File: config.mk
export PLATFORM = sky130hd
export DESIGN_NAME = np_tag_binder
export DESIGN_NICKNAME = d
export VERILOG_FILES = /design/src/rtl/ntb_pkg.sv /design/src/rtl/ntb_ctx_fifo.sv /design/src/rtl/ntb_tag_table.sv /design/src/rtl/np_tag_binder.sv
export SDC_FILE = /design/constraint.sdc
export NUM_CORES = 2
export LEC_CHECK = 0
export BUFFER_PORTS_ARGS = -buffer_cell sky130_fd_sc_hd__buf_2
export CORE_UTILIZATION = 35
export CTS_CLUSTER_SIZE = 14
export DETAILED_ROUTE_END_ITERATION = 10
export GPL_ROUTABILITY_DRIVEN = 0
export PLACE_DENSITY = 0.55
export SYNTH_ARGS = -nofsm -noshare
export SYNTH_HDL_FRONTEND = slang
export SYNTH_SLANG_ARGS = --single-unit
File: constraint.sdc
create_clock -name clk -period 3.4 [get_ports clk]
set_input_delay 0.17 -clock clk [delete_from_list [all_inputs] [get_ports clk]]
set_output_delay 0.17 -clock clk [all_outputs]
set_load 0.03 [all_outputs]
File: src/rtl/ntb_pkg.sv
package ntb_pkg;
  localparam int unsigned NTB_TAG_W = 6;
  localparam int unsigned NTB_CTX_W = 16;
  localparam int unsigned NTB_Q_DEPTH = 64;
endpackage

File: src/rtl/ntb_ctx_fifo.sv
module ntb_ctx_fifo #(
  parameter int unsigned DEPTH = 64,
  parameter int unsigned W = 16
) (
  input  logic         clk,
  input  logic         rst,
  input  logic         push,
  input  logic [W-1:0] din,
  input  logic         pop,
  output logic [W-1:0] dout,
  output logic         full,
  output logic         empty
);
  localparam int unsigned AW = $clog2(DEPTH);
  localparam int unsigned CW = $clog2(DEPTH + 1);

  logic [W-1:0]  mem [DEPTH];
  logic [AW-1:0] wr_ptr, rd_ptr;
  logic [CW-1:0] count;
  logic          push_ok, pop_ok;

  assign full    = (count == CW'(DEPTH));
  assign empty   = (count == '0);
  assign push_ok = push && !full;
  assign pop_ok  = pop && !empty;
  assign dout    = mem[rd_ptr];

  always_ff @(posedge clk) begin
    if (push_ok) mem[wr_ptr] <= din;
  end

  always_ff @(posedge clk) begin
    if (rst) begin
      wr_ptr <= '0;
      rd_ptr <= '0;
      count  <= '0;
    end else begin
      if (push_ok) wr_ptr <= (wr_ptr == AW'(DEPTH - 1)) ? '0 : wr_ptr + 1'b1;
      if (pop_ok)  rd_ptr <= (rd_ptr == AW'(DEPTH - 1)) ? '0 : rd_ptr + 1'b1;
      case ({push_ok, pop_ok})
        2'b10:   count <= count + 1'b1;
        2'b01:   count <= count - 1'b1;
        default: count <= count;
      endcase
    end
  end

  AST_NO_OVERFLOW: assert property (@(posedge clk) disable iff (rst)
    (push && full && !pop) |=> $stable(count));
  AST_POP_SHRINKS: assert property (@(posedge clk) disable iff (rst)
    (pop && !empty && !push) |=> (count == $past(count) - 1'b1));
  AST_PUSH_POP_BOTH: assert property (@(posedge clk) disable iff (rst)
    (push && pop && !empty && !full) |=> ($stable(count) && !$stable(rd_ptr)));
endmodule

File: src/rtl/ntb_tag_table.sv
module ntb_tag_table #(
  parameter int unsigned TAG_W = 6,
  parameter int unsigned CTX_W = 16
) (
  input  logic             clk,
  input  logic             rst,
  input  logic             bind_en,
  input  logic [TAG_W-1:0] bind_tag,
  input  logic [CTX_W-1:0] bind_ctx,
  input  logic             lk_valid,
  input  logic [TAG_W-1:0] lk_tag,
  input  logic             lk_release,
  output logic             lk_done,
  output logic             lk_hit,
  output logic [CTX_W-1:0] lk_ctx
);
  localparam int unsigned ENTRIES = 1 << TAG_W;

  logic [CTX_W-1:0]   ctx_mem [ENTRIES];
  logic [ENTRIES-1:0] vld;
  logic               rel_hit, same_tag;

  assign same_tag = bind_en && (bind_tag == lk_tag);
  assign rel_hit  = lk_valid && lk_release && vld[lk_tag];

  // context storage: one write port, registered read (read-before-write)
  always_ff @(posedge clk) begin
    if (bind_en) ctx_mem[bind_tag] <= bind_ctx;
    if (lk_valid) lk_ctx <= ctx_mem[lk_tag];
  end

  always_ff @(posedge clk) begin
    if (rst) begin
      vld     <= '0;
      lk_done <= 1'b0;
      lk_hit  <= 1'b0;
    end else begin
      lk_done <= lk_valid;
      lk_hit  <= lk_valid && vld[lk_tag];
      if (rel_hit && !same_tag) vld[lk_tag] <= 1'b0;
      if (bind_en) vld[bind_tag] <= 1'b1;
    end
  end

  AST_BIND_WINS: assert property (@(posedge clk) disable iff (rst)
    (bind_en && lk_valid && lk_release && same_tag) |=> vld[$past(lk_tag)]);
  AST_RELEASE_CLEARS: assert property (@(posedge clk) disable iff (rst)
    (rel_hit && !same_tag) |=> !vld[$past(lk_tag)]);
endmodule

File: src/rtl/np_tag_binder.sv
module np_tag_binder
  import ntb_pkg::*;
#(
  parameter int unsigned TAG_W = NTB_TAG_W,
  parameter int unsigned CTX_W = NTB_CTX_W,
  parameter int unsigned Q_DEPTH = NTB_Q_DEPTH
) (
  input  logic             clk,
  input  logic             rst,
  input  logic             req_valid,
  input  logic [CTX_W-1:0] req_ctx,
  output logic             req_ready,
  input  logic             tag_valid,
  input  logic [TAG_W-1:0] tag_id,
  input  logic             lk_valid,
  input  logic [TAG_W-1:0] lk_tag,
  input  logic             lk_release,
  output logic             lk_done,
  output logic             lk_hit,
  output logic [CTX_W-1:0] lk_ctx,
  output logic             tag_err
);
  logic             q_full, q_empty, bind_en;
  logic [CTX_W-1:0] q_head;

  assign req_ready = !q_full;
  assign bind_en   = tag_valid && !q_empty;

  ntb_ctx_fifo #(.DEPTH(Q_DEPTH), .W(CTX_W)) ctx_q_i (
    .clk(clk), .rst(rst),
    .push(req_valid), .din(req_ctx),
    .pop(tag_valid), .dout(q_head),
    .full(q_full), .empty(q_empty)
  );

  ntb_tag_table #(.TAG_W(TAG_W), .CTX_W(CTX_W)) table_i (
    .clk(clk), .rst(rst),
    .bind_en(bind_en), .bind_tag(tag_id), .bind_ctx(q_head),
    .lk_valid(lk_valid), .lk_tag(lk_tag), .lk_release(lk_release),
    .lk_done(lk_done), .lk_hit(lk_hit), .lk_ctx(lk_ctx)
  );

  always_ff @(posedge clk) begin
    if (rst)                       tag_err <= 1'b0;
    else if (tag_valid && q_empty) tag_err <= 1'b1;
  end

  AST_ERR_ON_EMPTY: assert property (@(posedge clk) disable iff (rst)
    (tag_valid && q_empty) |=> tag_err);
  AST_ERR_STICKY: assert property (@(posedge clk) disable iff (rst)
    tag_err |=> tag_err);
endmodule

==> flow_summary.ini <==
[clock_network]
cts_sinks = 2156
cts_setup_buffers = 0
cts.clk_slew.worst_paths_ns = 0.06
cts_tree = built
ctsResizeCount = 0
cts_buffers = 212
cts.htree.levels = 4
root_buffer = clkbuf_16
clk_latency_ns = 0.88
clockBufferDepth = 3

[final_layout]
layout-drive-gt1-share = 0.248
nNetsFinal = 4537
n_fill_cell = 20223
syn2layout_area_growth_pct = 16.9

[timing]
max_freq_mhz = 303
drv_slew = 0
finalCritPeriodShare = 0.970
tns_ns = 0
worst_slew_pin_slew_ns = 1.29
finalHoldViolCount = 0
period_minus_slack_ns = 3.30
hold_ws_ns = 0.0836
rsz0062_at_grt = no
clock_skew_ns = 0.0499
slew_headroom = 0.142
finalSetupViolCount = 0

[synth]
ys_seq_area_frac = 0.784
synthFlopType = edfxtp_1
synthDistinctLibCells = 62
synthesis.instances = 4102
synth_edf_count = 2064
yosysTopAreaCellShare = 0.762
synth_area_leaders = edfxtp_1 (76%), mux4_2 (9.5%), a22oi_1 (2.8%), dfxtp_1 (2.3%), a221oi_1 (1.0%)
ys_top_cells_by_count = edfxtp_1 (2064), mux4_2 (343), a22oi_1 (303)
ys_warn_count = 0
syn-num-nets = 4141
async_flop_share = 0
synth_top_area_cell = edfxtp_1
netlist_area_um2 = 81400
synth_seq_cells = 2156
syn_avg_cell_area_um2 = 19.8
yosys.cell_count.top_type = edfxtp_1

[critical_path]
critPathMaxFanout = 64
startpoint_type = flop
end_kind = flop
arrival_ns = 3.79
required_ns = 3.90
crit_type = reg2reg

[global_route]
grt_pass1_wl_mm = 330
grt_pass1_vias = 43151
grt_start_max_net_pins = 75
gr-total-overflow = 0
antenna_found_initial = 19
track_usage = 0.197

[drt]
wl_met2_mm = 113
routedWlPerCell_um = 30.4
drtIter0Drc = 5238
num_vias = 43791
ant_nets = 0
routed.top_layer = met5
first_pass_iters = 6
viasPerCell = 5.68
drt-met1-wl_mm = 97.8
wl_met3_mm = 18.6
wirelength_mm = 234
drc = 0

[power]
power.density_nw_per_um2 = 658
pwr-share-clk = 0.368
ir_drop_mv = 0.485
net-switching-power_mw = 15.7
intPower_mw = 46.9
seqPwrFrac = 0.497
power_frac_comb = 0.135
p_leak_nw = 29.6
p_sw_frac = 0.251

[die]
die_w_um = 484
io_pins = 54
die-area_um2 = 234000
die_y_um = 484
core-area_um2 = 231000
initial_core_util = 0.353
rows = 176

[placement]
portBuffers = 53
dp_hpwl_mm = 138

[flow_run]
maxCapViolCount = 0

[min_path]
hold_path.class = in2reg

[run_status]
outcome = finished clean
[per-stage QoR]
stage / power (mW) / utilization / setup slack (ns) / cell area [µm²] / instances
6_report: 62.6 / 0.413 / 0.102 / 95100 / 7710
3_5_place_dp: 40.2 / 0.382 / 0.143 / 88200 / 7290
2_1_floorplan: 36.2 / - / 0.0220 / 81400 / 4102
4_1_cts: 63.1 / 0.413 / 0.135 / 95100 / 7705
5_1_grt: 64.5 / 0.413 / 0.0644 / 95100 / 7706
3_3_place_gp: 40.1 / 0.382 / 0.0842 / 88200 / 7290
[cells in the final DEF, fill, tap and decap left out, types with 6 or more instances in the layout]
| cell type | n |
|---|---|
| edfxtp_1 | 2064 |
| mux4_2 | 343 |
| buf_4 | 314 |
| a22oi_1 | 303 |
| clkbuf_16 | 215 |
| nand2_1 | 121 |
| a21oi_1 | 105 |
| a221oi_1 | 95 |
| a22o_1 | 90 |
| a31oi_1 | 89 |
| dfxtp_1 | 88 |
| inv_1 | 73 |
| o41ai_1 | 64 |
| nor2_1 | 61 |
| buf_12 | 60 |
| nor2_2 | 59 |
| clkinv_1 | 56 |
| buf_2 | 51 |
| clkbuf_1 | 42 |
| clkinv_2 | 41 |
| nand3_1 | 33 |
| mux2i_1 | 29 |
| o21ai_0 | 21 |
| a41oi_1 | 20 |
| nor4_1 | 20 |
| dlygate4sd3_1 | 20 |
| bufinv_16 | 16 |
| mux2_2 | 13 |
| xor2_1 | 12 |
| nand4_1 | 11 |
| or3_1 | 9 |
| nor2b_1 | 8 |
| nor3_1 | 8 |
| nand3b_1 | 7 |
| inv_6 | 7 |
| clkinvlp_4 | 7 |
| nand2b_1 | 6 |
| xnor2_1 | 6 |
[logic make-up (layout without fill, tap and decap cells)]
logic type      after synthesis  count (layout)  synth area share
compound gates              816             816            0.0745
simple gates                385             385            0.0220
other cells                   0               5                 0
buf+inv                     337             914            0.0160
flops                      2156            2156             0.784
fa+ha+maj                     5               5          0.000769
xor+xnor                     18              18           0.00194
mux                         385             385             0.100
[power groups by stage]
stage	sequential (mW)	clock (mW)	combinational, mW
2_1_floorplan	31.7	0	4.54
3_3_place_gp	31.7	0	8.45
3_5_place_dp	31.7	0	8.57
4_1_cts	31.1	23.4	8.61
5_1_grt	31.1	24.4	8.98
6_report	31.1	23.0	8.48
[final cells by class]
cell class / count / area (µm²) / area share
diodes: 5 / 12.5 / 0.000132
inverters: 74 / 279 / 0.00293
well taps: 3026 / 3790 / 0.0398
clock buffers: 257 / 5540 / 0.0582
clock inverters: 138 / 1230 / 0.0130
repair buffers: 445 / 4010 / 0.0422
flip-flops and latches: 2156 / 63800 / 0.671
multi-input cells: 1609 / 16400 / 0.173
[registers in the layout (all words and copies together), names as in the netlist, named ones only]
name and count:
table_i.lk_hit 1, table_i.vld 64, ctx_q_i.count 7, table_i.ctx_mem 1024, tag_err 1, table_i.lk_done 1
ctx_q_i.rd_ptr 6, table_i.lk_ctx 16, ctx_q_i.mem 1024, ctx_q_i.wr_ptr 6
[metal layers]
layer  vias up  global-route usage
met1     23481               0.274
met5         -                   0
met2      1909               0.320
li1      18101                   -
met4         2              0.0494
met3       298              0.0358
[timing repair]
item,CTS,global route
setup endpoints to repair,0,0
hold buffers,20,0
hold endpoints to repair,191,0
[path summary, 6_finish.rpt]
kind | cells past startpoint | slack [ns] | startpoint | to
worst min-delay path | 1 | 0.08 | req_ctx[3] | ctx_q_i.mem[1][3]
worst min register to register | 2 | 0.46 | table_i.vld[22] | table_i.vld[22]
worst max-delay path | 6 | 0.10 | flop | table_i.ctx_mem[12][1]
worst max register to register | 6 | 0.10 | flop | table_i.ctx_mem[12][1]
[critical path: stages, from the launching register on]
cell,delay [ns]
dfxtp_4,0.43
buf_12,0.25
buf_4,0.31
mux4_2,0.55
mux4_2,0.52
mux4_2,0.51
buf_12,0.19
(Power assumes the default switching activity.)
